$ cat src/rtl/irsel_pkg.sv
package irsel_pkg;

   // mode codes delivered on op_mode
   typedef enum logic [1:0] {
      MODE_UART  = 2'd0,
      MODE_SIR   = 2'd1,
      MODE_SHARP = 2'd2,
      MODE_RSVD  = 2'd3
   } irmode_e;

   // register addresses
   localparam int ADR_MAN  = 0;
   localparam int ADR_CTRL = 1;
   localparam int ADR_ID   = 2;
   localparam int ADR_PAT0 = 3;

   // control register bit positions
   localparam int CTL_DIRHI = 0;
   localparam int CTL_DIR0  = 1;
   localparam int CTL_RX2   = 2;
   localparam int CTL_AUTO  = 7;

endpackage

$ cat src/rtl/irsel_regs.sv
module irsel_regs
   import irsel_pkg::*;
#(
   parameter int NSEL    = 3,
   parameter int NMODE   = 4,
   parameter int ADDR_W  = 3,
   parameter int DATA_W  = 8,
   parameter bit RX2_OPT = 1'b1
) (
   input  logic                    clk,
   input  logic                    rst_n,
   input  logic                    we,
   input  logic [ADDR_W-1:0]       addr,
   input  logic [DATA_W-1:0]       wdata,
   output logic [DATA_W-1:0]       rdata,
   input  logic [NSEL-1:0]         sel_in,
   input  logic                    id_in,
   output logic [NSEL-1:0]         man_bits,
   output logic                    auto_en,
   output logic                    dir0,
   output logic                    dir_hi,
   output logic                    rx2_en,
   output logic [NMODE*NSEL-1:0]   pat_flat,
   output logic                    arm_load
);

   localparam logic [ADDR_W-1:0] A_MAN  = ADDR_W'(ADR_MAN);
   localparam logic [ADDR_W-1:0] A_CTRL = ADDR_W'(ADR_CTRL);
   localparam logic [ADDR_W-1:0] A_ID   = ADDR_W'(ADR_ID);

   logic wr_man, wr_ctl;
   assign wr_man = we && (addr == A_MAN);
   assign wr_ctl = we && (addr == A_CTRL);

   always_ff @(posedge clk or negedge rst_n) begin
      if (!rst_n) begin
         man_bits <= '0;
         auto_en  <= 1'b0;
         dir0     <= 1'b0;
         dir_hi   <= 1'b0;
      end else begin
         if (wr_man) man_bits <= wdata[NSEL-1:0];
         if (wr_ctl) begin
            auto_en <= wdata[CTL_AUTO];
            dir0    <= wdata[CTL_DIR0];
            dir_hi  <= wdata[CTL_DIRHI];
         end
      end
   end

   // optional reassignment of pin 0 as a receive input
   generate
      if (RX2_OPT) begin : g_rx2
         logic rx2_q;
         always_ff @(posedge clk or negedge rst_n) begin
            if (!rst_n)      rx2_q <= 1'b0;
            else if (wr_ctl) rx2_q <= wdata[CTL_RX2];
         end
         assign rx2_en = rx2_q;
      end else begin : g_norx2
         assign rx2_en = 1'b0;
      end
   endgenerate

   // one pattern register per mode code
   generate
      for (genvar m = 0; m < NMODE; m++) begin : g_pat
         localparam logic [ADDR_W-1:0] A_PAT = ADDR_W'(ADR_PAT0 + m);
         logic [NSEL-1:0] pat_q;
         always_ff @(posedge clk or negedge rst_n) begin
            if (!rst_n)                    pat_q <= '0;
            else if (we && addr == A_PAT)  pat_q <= wdata[NSEL-1:0];
         end
         assign pat_flat[m*NSEL +: NSEL] = pat_q;
      end
   endgenerate

   // enabling automatic mode loads the current pattern on the same edge
   assign arm_load = wr_ctl && wdata[CTL_AUTO] && !auto_en;

   always_comb begin
      rdata = '0;
      if (addr == A_MAN) begin
         rdata[NSEL-1:0] = man_bits;
      end else if (addr == A_CTRL) begin
         rdata[CTL_AUTO]  = auto_en;
         rdata[CTL_RX2]   = rx2_en;
         rdata[CTL_DIR0]  = dir0;
         rdata[CTL_DIRHI] = dir_hi;
      end else if (addr == A_ID) begin
         rdata[NSEL:0] = {id_in, sel_in};
      end else begin
         for (int m = 0; m < NMODE; m++) begin
            if (addr == ADDR_W'(ADR_PAT0 + m))
               rdata[NSEL-1:0] = pat_flat[m*NSEL +: NSEL];
         end
      end
   end

endmodule

$ cat src/rtl/irsel_mode_lut.sv
module irsel_mode_lut #(
   parameter int NSEL   = 3,
   parameter int NMODE  = 4,
   parameter int MODE_W = 2
) (
   input  logic                  clk,
   input  logic                  rst_n,
   input  logic [MODE_W-1:0]     op_mode,
   input  logic [NMODE*NSEL-1:0] pat_flat,
   input  logic                  arm_load,
   output logic [NSEL-1:0]       auto_pat
);

   logic [MODE_W-1:0] prev_mode;
   logic [NSEL-1:0]   pick;
   logic              mode_chg;

   assign mode_chg = (op_mode != prev_mode);

   // codes beyond NMODE select an all-zero pattern
   always_comb begin
      pick = '0;
      for (int m = 0; m < NMODE; m++) begin
         if (op_mode == MODE_W'(m)) pick = pat_flat[m*NSEL +: NSEL];
      end
   end

   always_ff @(posedge clk or negedge rst_n) begin
      if (!rst_n) begin
         prev_mode <= '0;
         auto_pat  <= '0;
      end else begin
         prev_mode <= op_mode;
         if (mode_chg || arm_load) auto_pat <= pick;
      end
   end

endmodule

$ cat src/rtl/irsel_pad.sv
module irsel_pad #(
   parameter int NSEL    = 3,
   parameter bit RX_IDLE = 1'b1,
   parameter bit RX2_OPT = 1'b1
) (
   input  logic            rst_n,
   input  logic            auto_en,
   input  logic [NSEL-1:0] man_bits,
   input  logic [NSEL-1:0] auto_pat,
   input  logic            dir0,
   input  logic            dir_hi,
   input  logic            rx2_en,
   input  logic            sel_in0,
   output logic [NSEL-1:0] sel_out,
   output logic [NSEL-1:0] sel_oe,
   output logic            rx2_out
);

   assign sel_out = auto_en ? auto_pat : man_bits;

   generate
      for (genvar p = 0; p < NSEL; p++) begin : g_pin
         if (p == 0) begin : g_lo
            assign sel_oe[p] = rst_n & dir0 & ~rx2_en;
         end else begin : g_hi
            assign sel_oe[p] = rst_n & dir_hi;
         end
      end

      if (RX2_OPT) begin : g_rx
         assign rx2_out = rx2_en ? sel_in0 : RX_IDLE;
      end else begin : g_norx
         logic unused_rx;
         assign unused_rx = sel_in0 ^ rx2_en;
         assign rx2_out   = RX_IDLE;
      end
   endgenerate

endmodule

$ cat src/rtl/irsel_ctrl.sv
module irsel_ctrl
   import irsel_pkg::*;
#(
   parameter int NSEL    = 3,
   parameter int NMODE   = 4,
   parameter int ADDR_W  = 3,
   parameter int DATA_W  = 8,
   parameter bit RX2_OPT = 1'b1,
   parameter bit RX_IDLE = 1'b1,
   localparam int MODE_W = (NMODE > 1) ? $clog2(NMODE) : 1
) (
   input  logic              clk,
   input  logic              rst_n,
   input  logic              reg_we,
   input  logic [ADDR_W-1:0] reg_addr,
   input  logic [DATA_W-1:0] reg_wdata,
   output logic [DATA_W-1:0] reg_rdata,
   input  logic [MODE_W-1:0] op_mode,
   input  logic [NSEL-1:0]   sel_in,
   input  logic              id_in,
   output logic [NSEL-1:0]   sel_out,
   output logic [NSEL-1:0]   sel_oe,
   output logic              rx2_out
);

   // elaboration-time parameter checks
   generate
      if (NSEL < 2 || NSEL + 1 > DATA_W)
         $error("irsel_ctrl: NSEL out of range");
      if (DATA_W < CTL_AUTO + 1)
         $error("irsel_ctrl: DATA_W too narrow for control bits");
      if (NMODE < 2)
         $error("irsel_ctrl: NMODE must be at least 2");
      if (ADR_PAT0 + NMODE > (1 << ADDR_W))
         $error("irsel_ctrl: ADDR_W too small for pattern registers");
   endgenerate

   logic [NSEL-1:0]       man_bits, auto_pat;
   logic                  auto_en, dir0, dir_hi, rx2_en, arm_load;
   logic [NMODE*NSEL-1:0] pat_flat;

   irsel_regs #(
      .NSEL(NSEL), .NMODE(NMODE), .ADDR_W(ADDR_W),
      .DATA_W(DATA_W), .RX2_OPT(RX2_OPT)
   ) u_regs (
      .clk(clk), .rst_n(rst_n), .we(reg_we), .addr(reg_addr),
      .wdata(reg_wdata), .rdata(reg_rdata), .sel_in(sel_in), .id_in(id_in),
      .man_bits(man_bits), .auto_en(auto_en), .dir0(dir0), .dir_hi(dir_hi),
      .rx2_en(rx2_en), .pat_flat(pat_flat), .arm_load(arm_load)
   );

   irsel_mode_lut #(
      .NSEL(NSEL), .NMODE(NMODE), .MODE_W(MODE_W)
   ) u_lut (
      .clk(clk), .rst_n(rst_n), .op_mode(op_mode), .pat_flat(pat_flat),
      .arm_load(arm_load), .auto_pat(auto_pat)
   );

   irsel_pad #(
      .NSEL(NSEL), .RX_IDLE(RX_IDLE), .RX2_OPT(RX2_OPT)
   ) u_pad (
      .rst_n(rst_n), .auto_en(auto_en), .man_bits(man_bits),
      .auto_pat(auto_pat), .dir0(dir0), .dir_hi(dir_hi), .rx2_en(rx2_en),
      .sel_in0(sel_in[0]), .sel_out(sel_out), .sel_oe(sel_oe),
      .rx2_out(rx2_out)
   );

endmodule

$ cat config.mk
export PLATFORM = sky130hd
export DESIGN_NAME = irsel_ctrl
export DESIGN_NICKNAME = d
export VERILOG_FILES = /design/src/rtl/irsel_pkg.sv /design/src/rtl/irsel_regs.sv /design/src/rtl/irsel_mode_lut.sv /design/src/rtl/irsel_pad.sv /design/src/rtl/irsel_ctrl.sv
export SDC_FILE = /design/constraint.sdc
export NUM_CORES = 1
export LEC_CHECK = 0
export ABC_AREA = 1
export BUFFER_PORTS_ARGS = -buffer_cell sky130_fd_sc_hd__buf_2
export CORE_MARGIN = 2
export CORE_UTILIZATION = 47
export CTS_BUF_LIST = sky130_fd_sc_hd__clkbuf_16
export CTS_CLUSTER_DIAMETER = 100
export DETAILED_ROUTE_END_ITERATION = 10
export PLACE_DENSITY = 0.74
export SLEW_MARGIN = 0
export SYNTH_ARGS = -nofsm -noshare
export SYNTH_HDL_FRONTEND = slang
export SYNTH_SLANG_ARGS = --single-unit
$ cat constraint.sdc
create_clock -name clk -period 0.96 [get_ports clk]
set_clock_uncertainty 0.05 [all_clocks]
set_input_delay 0 -clock clk [delete_from_list [all_inputs] [get_ports clk]]
set_output_delay 0 -clock clk [all_outputs]
set_load 0.05 [all_outputs]
* Word level (Yosys, flattened, before mapping) *
Index checks and enable logic that the tools add are counted.

storage, ports and cells
  bits in registers = 24
  logic and storage cells = 55
  output and inout port bits = 15

operators by class
  reductions and logical operators = 12
  muxes and demuxes = 18
  eq/ne operators = 10
  bitwise gates (word level) = 4

operators with widths
  cell                  count
  $mux W3               12
  $eq A3 B3 Y1 const B  3
  $logic_and A1 B1 Y1   8
  $eq A3 B2 Y1 const B  2
  $mux W1               6
  $eq A2 B2 Y1 const B  2
  $and A1 B1 Y1         3
  $eq A3 B1 Y1 const B  1
  $logic_not A3 Y1      1
  $eq A2 B1 Y1 const B  1
  $logic_not A2 Y1      1
  $ne A2 B2 Y1          1
  $logic_not A1 Y1      1
  $logic_or A1 B1 Y1    1
  $not A1 Y1            1

* Depth between registers and ports, before layout *
  depth in word-level cells = 8
  depth in mapped cells = 8
  mapped depth without buffers = 7

* By module *
From an unflattened synthesis, not the netlist that was laid out.

unflattened totals
  cell total of the unflattened synthesis = 190
  area total of the unflattened synthesis = 1451.4 um^2

by module, submodules not included
  module          cells each  sequential area each (um^2)  area an instance (um^2)  times used
  irsel_regs      132         475.5                        1041.0                   1
  irsel_mode_lut  41          125.1                        342.8                    1
  irsel_pad       17          0.0                          67.6                     1

* Least setup slack after synthesis *
OpenSTA, ideal clock, no wires.

  path type = register to output
  start = register u_regs.auto_en
  end = output port reg_rdata[7]
  path slack = -0.235 ns
  stages on the path, launching flop included = 3
  path buffers = 0
  arrival = 1.145 ns
  cells stage by stage = dfrtp_1 inv_1 nor2_1

between the ends
  word-level cells in the longest chain between the ends = 2

RTL lines
  item                    RTL line          text
  from (decl)             irsel_regs.sv:19  output logic auto_en,
  from (signal assigned)  irsel_regs.sv:44  auto_en <= wdata[CTL_AUTO];
  $mux W1                 irsel_regs.sv:85  end else if (addr == A_CTRL) begin
  $mux W1                 irsel_regs.sv:83  if (addr == A_MAN) begin
  to (decl)               irsel_ctrl.sv:17  output logic [DATA_W-1:0] reg_rdata,

No other way between the ends.

* Worst setup path after layout *
  start = register u_regs.g_pat[0].pat_q[1]
  end = output port reg_rdata[1]

between the ends
  word-level cells in the longest chain between the ends = 7

RTL lines
  item                    RTL line          text
  from (decl)             irsel_regs.sv:69  logic [NSEL-1:0] pat_q;
  from (signal assigned)  irsel_regs.sv:72  else if (we && addr == A_PAT) pat_q <= wdata[NSEL-1:0];
  $mux W3 (4 in a row)    irsel_regs.sv:94  if (addr == ADDR_W'(ADR_PAT0 + m))
  $mux W3                 irsel_regs.sv:90  end else if (addr == A_ID) begin
  $mux W3                 irsel_regs.sv:85
  $mux W3                 irsel_regs.sv:83

No other way between the ends.

==> run metrics <==
status finished, violations left; violated checks DRC, setup timing; worst reg-to-reg path cell count 5; Post-DP HPWL 2510 um; clock root buffer clkbuf_16; count of cell types in the netlist 21; Worst EP arrival between 1 and 1.5 ns; Synth Area in Simple Gates ~38%; Global Route Usage Sum between 20% and 30%; DR vias 1453; Hold Crit Class in2reg; Hold Vio Cnt, Final 0; CP required 0.91 ns; Initial Util 50.4%; die area around 3500 sq um; synth top area cells dfrtp_1 (42%), nand2_1 (16%), nand4_1 (5.7%), inv_1 (5.6%), nand3_1 (5.3%); vias in the first global route 1418; Clk pin slew, worst setup/hold paths 0.06 ns; pre-CTS setup slack -0.145 ns; Logic pwr share 39.3%; clock share of power 24.3%; Inserted Clock Buffers 3; Post-Syn Area per Cell 7.49 sq um; Post-Syn Area 1420 sq um; register bit total from synthesis 24; Layout Nets 270; CP Capture Type output pin; fin worst setup slack -0.358 ns; final WL 3700 um; largest area contributor in the synthesized netlist dfrtp_1; Synth Area in Adders 0%; Skew-Pair Late Insertion Delay 0.26 ns; total gr overflow 0; mux cell area share after synthesis 0%; CTS tree built; FF-to-FF Start u_lut.prev_mode[0]; DR pass1 iterations 7; internal power around 2.4 mW; core area 2810 sq um; H-Tree Depth 1; max-cap viol count 0; Pwr Density 1780 nW/um^2; Final period util 137%; setup_tns -2.39 ns; largest family of logic cells by synthesized area simple AND/OR/NAND/NOR gates; DR WL/cell 13.3 um; row count 19; crit path from u_regs.g_pat[0].pat_q[1]; Synth Area in XOR/XNOR 1.24%; Worst VDD drop about 1400 uV; Vias/cell approximately 5.2; post-route ant nets 0; post-route minimum period 1.32 ns; RSZ-0062 raised after global routing true; Finished Layout Cells 279; worst reg2reg endpoint u_lut.auto_pat[1]; Area growth syn-to-layout 45.8%; largest net degree at the start of global routing 24; number of port buffers 27; Crit Path Max Fanout 2; Startpoint Class flop; gpl congestion 0.865; CTS sink count 24; clk buf depth 2; Synth top area share 42.4%; compound-cell area share of the yosys netlist 7.25%; net switching power 1.31 mW; WS Path Type reg2out; initial antenna violation count 0; Post-Syn Instances 189; initial drt markers 63; dpl cells 267; R2R Setup Slk -0.13 ns; top-level I/O count 35; Final Util around 74%; Leak Pwr 1.07 nW; Critical Path End reg_rdata[1]; residual DRC count 3; Achievable Freq about 760 MHz; sequential fraction of the synthesis area a little over two fifths; part of the power in registers about 36%; first-pass GRT wire length 6200 um; fraction of layout cells with a size suffix above 1 between 30% and 40%; sw frac 35.6%; total power 3.67 mW; setup violators final 14; synth warn 0; n_diodes 0; Pins Over Slew Limit 0; Die Height 58.9 um; Die W 58.9 um
[critical path, cell delays in order, from the launching register on]
cell and delay, ns:
dfrtp_1 0.38, nand4_1 0.09, nand2_1 0.07, nor2_2 0.12
nand2_1 0.06, nand2_1 0.09, nand2_2 0.05, buf_6 0.14
[power by group through the flow]
stage | logic, mW | registers (mW) | clock network (mW)
after global routing | 1.55 | 1.35 | 0.940
after global placement | 1.11 | 1.33 | 0
after CTS | 1.38 | 1.33 | 0.900
after detailed placement | 1.12 | 1.33 | 0
final | 1.44 | 1.34 | 0.891
after floorplan | 0.751 | 1.32 | 0
[cells in the mapped netlist (all sizes together)]
| library cell | instances |
|---|---|
| or2 | 1 |
| nor2 | 17 |
| nand3 | 17 |
| nor3 | 1 |
| inv | 22 |
| o21ai | 19 |
| conb | 1 |
| nand2 | 62 |
| nand4 | 13 |
| xor2 | 2 |
| o21a | 1 |
| dfrtp | 24 |
| buf | 9 |
[what timing repair did]
action | CTS | global route
gates resized for setup | 38 | 14
pin swaps | 4 | 14
endpoints found under the setup margin | 14 | 16
endpoints found under the hold margin | 28 | 0
setup buffers | 3 | 2
hold buffers | 5 | 0
cloned | 0 | 0
[area by class of cell]
type	instances	area [sq um]
clock buffers	3	75.1
fillers	214	742
inverters	22	86.3
multi-input cells	136	743
flip-flops and latches	24	601
well taps	31	38.8
repair buffers	63	519
[sequential cells by signal, summed over array words and instances (netlist names)]
signal	cells
u_regs.dir_hi	1
u_regs.g_pat.pat_q	12
u_regs.dir0	1
u_regs.rx2_en	1
u_lut.prev_mode	2
u_lut.auto_pat	3
u_regs.auto_en	1
u_regs.man_bits	3
[metrics by stage]
stage                     hold slack, ns  instance area (sq um)
after floorplan                   -0.346                   1460
after global placement            -0.245                   1760
after detailed placement          -0.245                   1760
after CTS                         0.0508                   2020
after global routing              0.0597                   2060
final                             0.0485                   2060
[layer usage]
metal | global-route usage, % | part of all wire [%]
met5 | 0 | 0
met4 | 6.49 | 1.3
met3 | 4.62 | 4.4
met2 | 42.9 | 52
met1 | 29.0 | 42
[how the worst min path moves through the flow]
stage | from | endpoint | slack, ns | cells after the start
CTS | reg_wdata[0] | u_regs.dir_hi | 0.05 | 3
finish | reg_wdata[0] | u_regs.dir_hi | 0.05 | 3
global route | rst_n | u_regs.dir0 | 0.06 | 2
global placement | rst_n | u_regs.dir0 | -0.25 | 1
floorplan | rst_n | u_lut.auto_pat[0] | -0.35 | 0
detailed placement | rst_n | u_regs.dir0 | -0.24 | 1
[cell families after synthesis]
logic type / Yosys count
AOI/OAI and AO/OA: 20
other: 1
xor gates and xnor gates: 2
buffers and inverters: 31
DFF: 24
and+or+nand+nor: 111
[layout by cell type, fill, tap and decap left out, drive strengths merged]
cell type	instances
nand2	62
buf	58
dfrtp	24
inv	21
o21ai	19
nand3	17
nor2	17
nand4	13
dlygate4sd3	5
conb	3
clkbuf	3
xor2	2
nor3	1
o21a	1
clkinvlp	1
or2	1
Power figures use the tool's default switching activity.
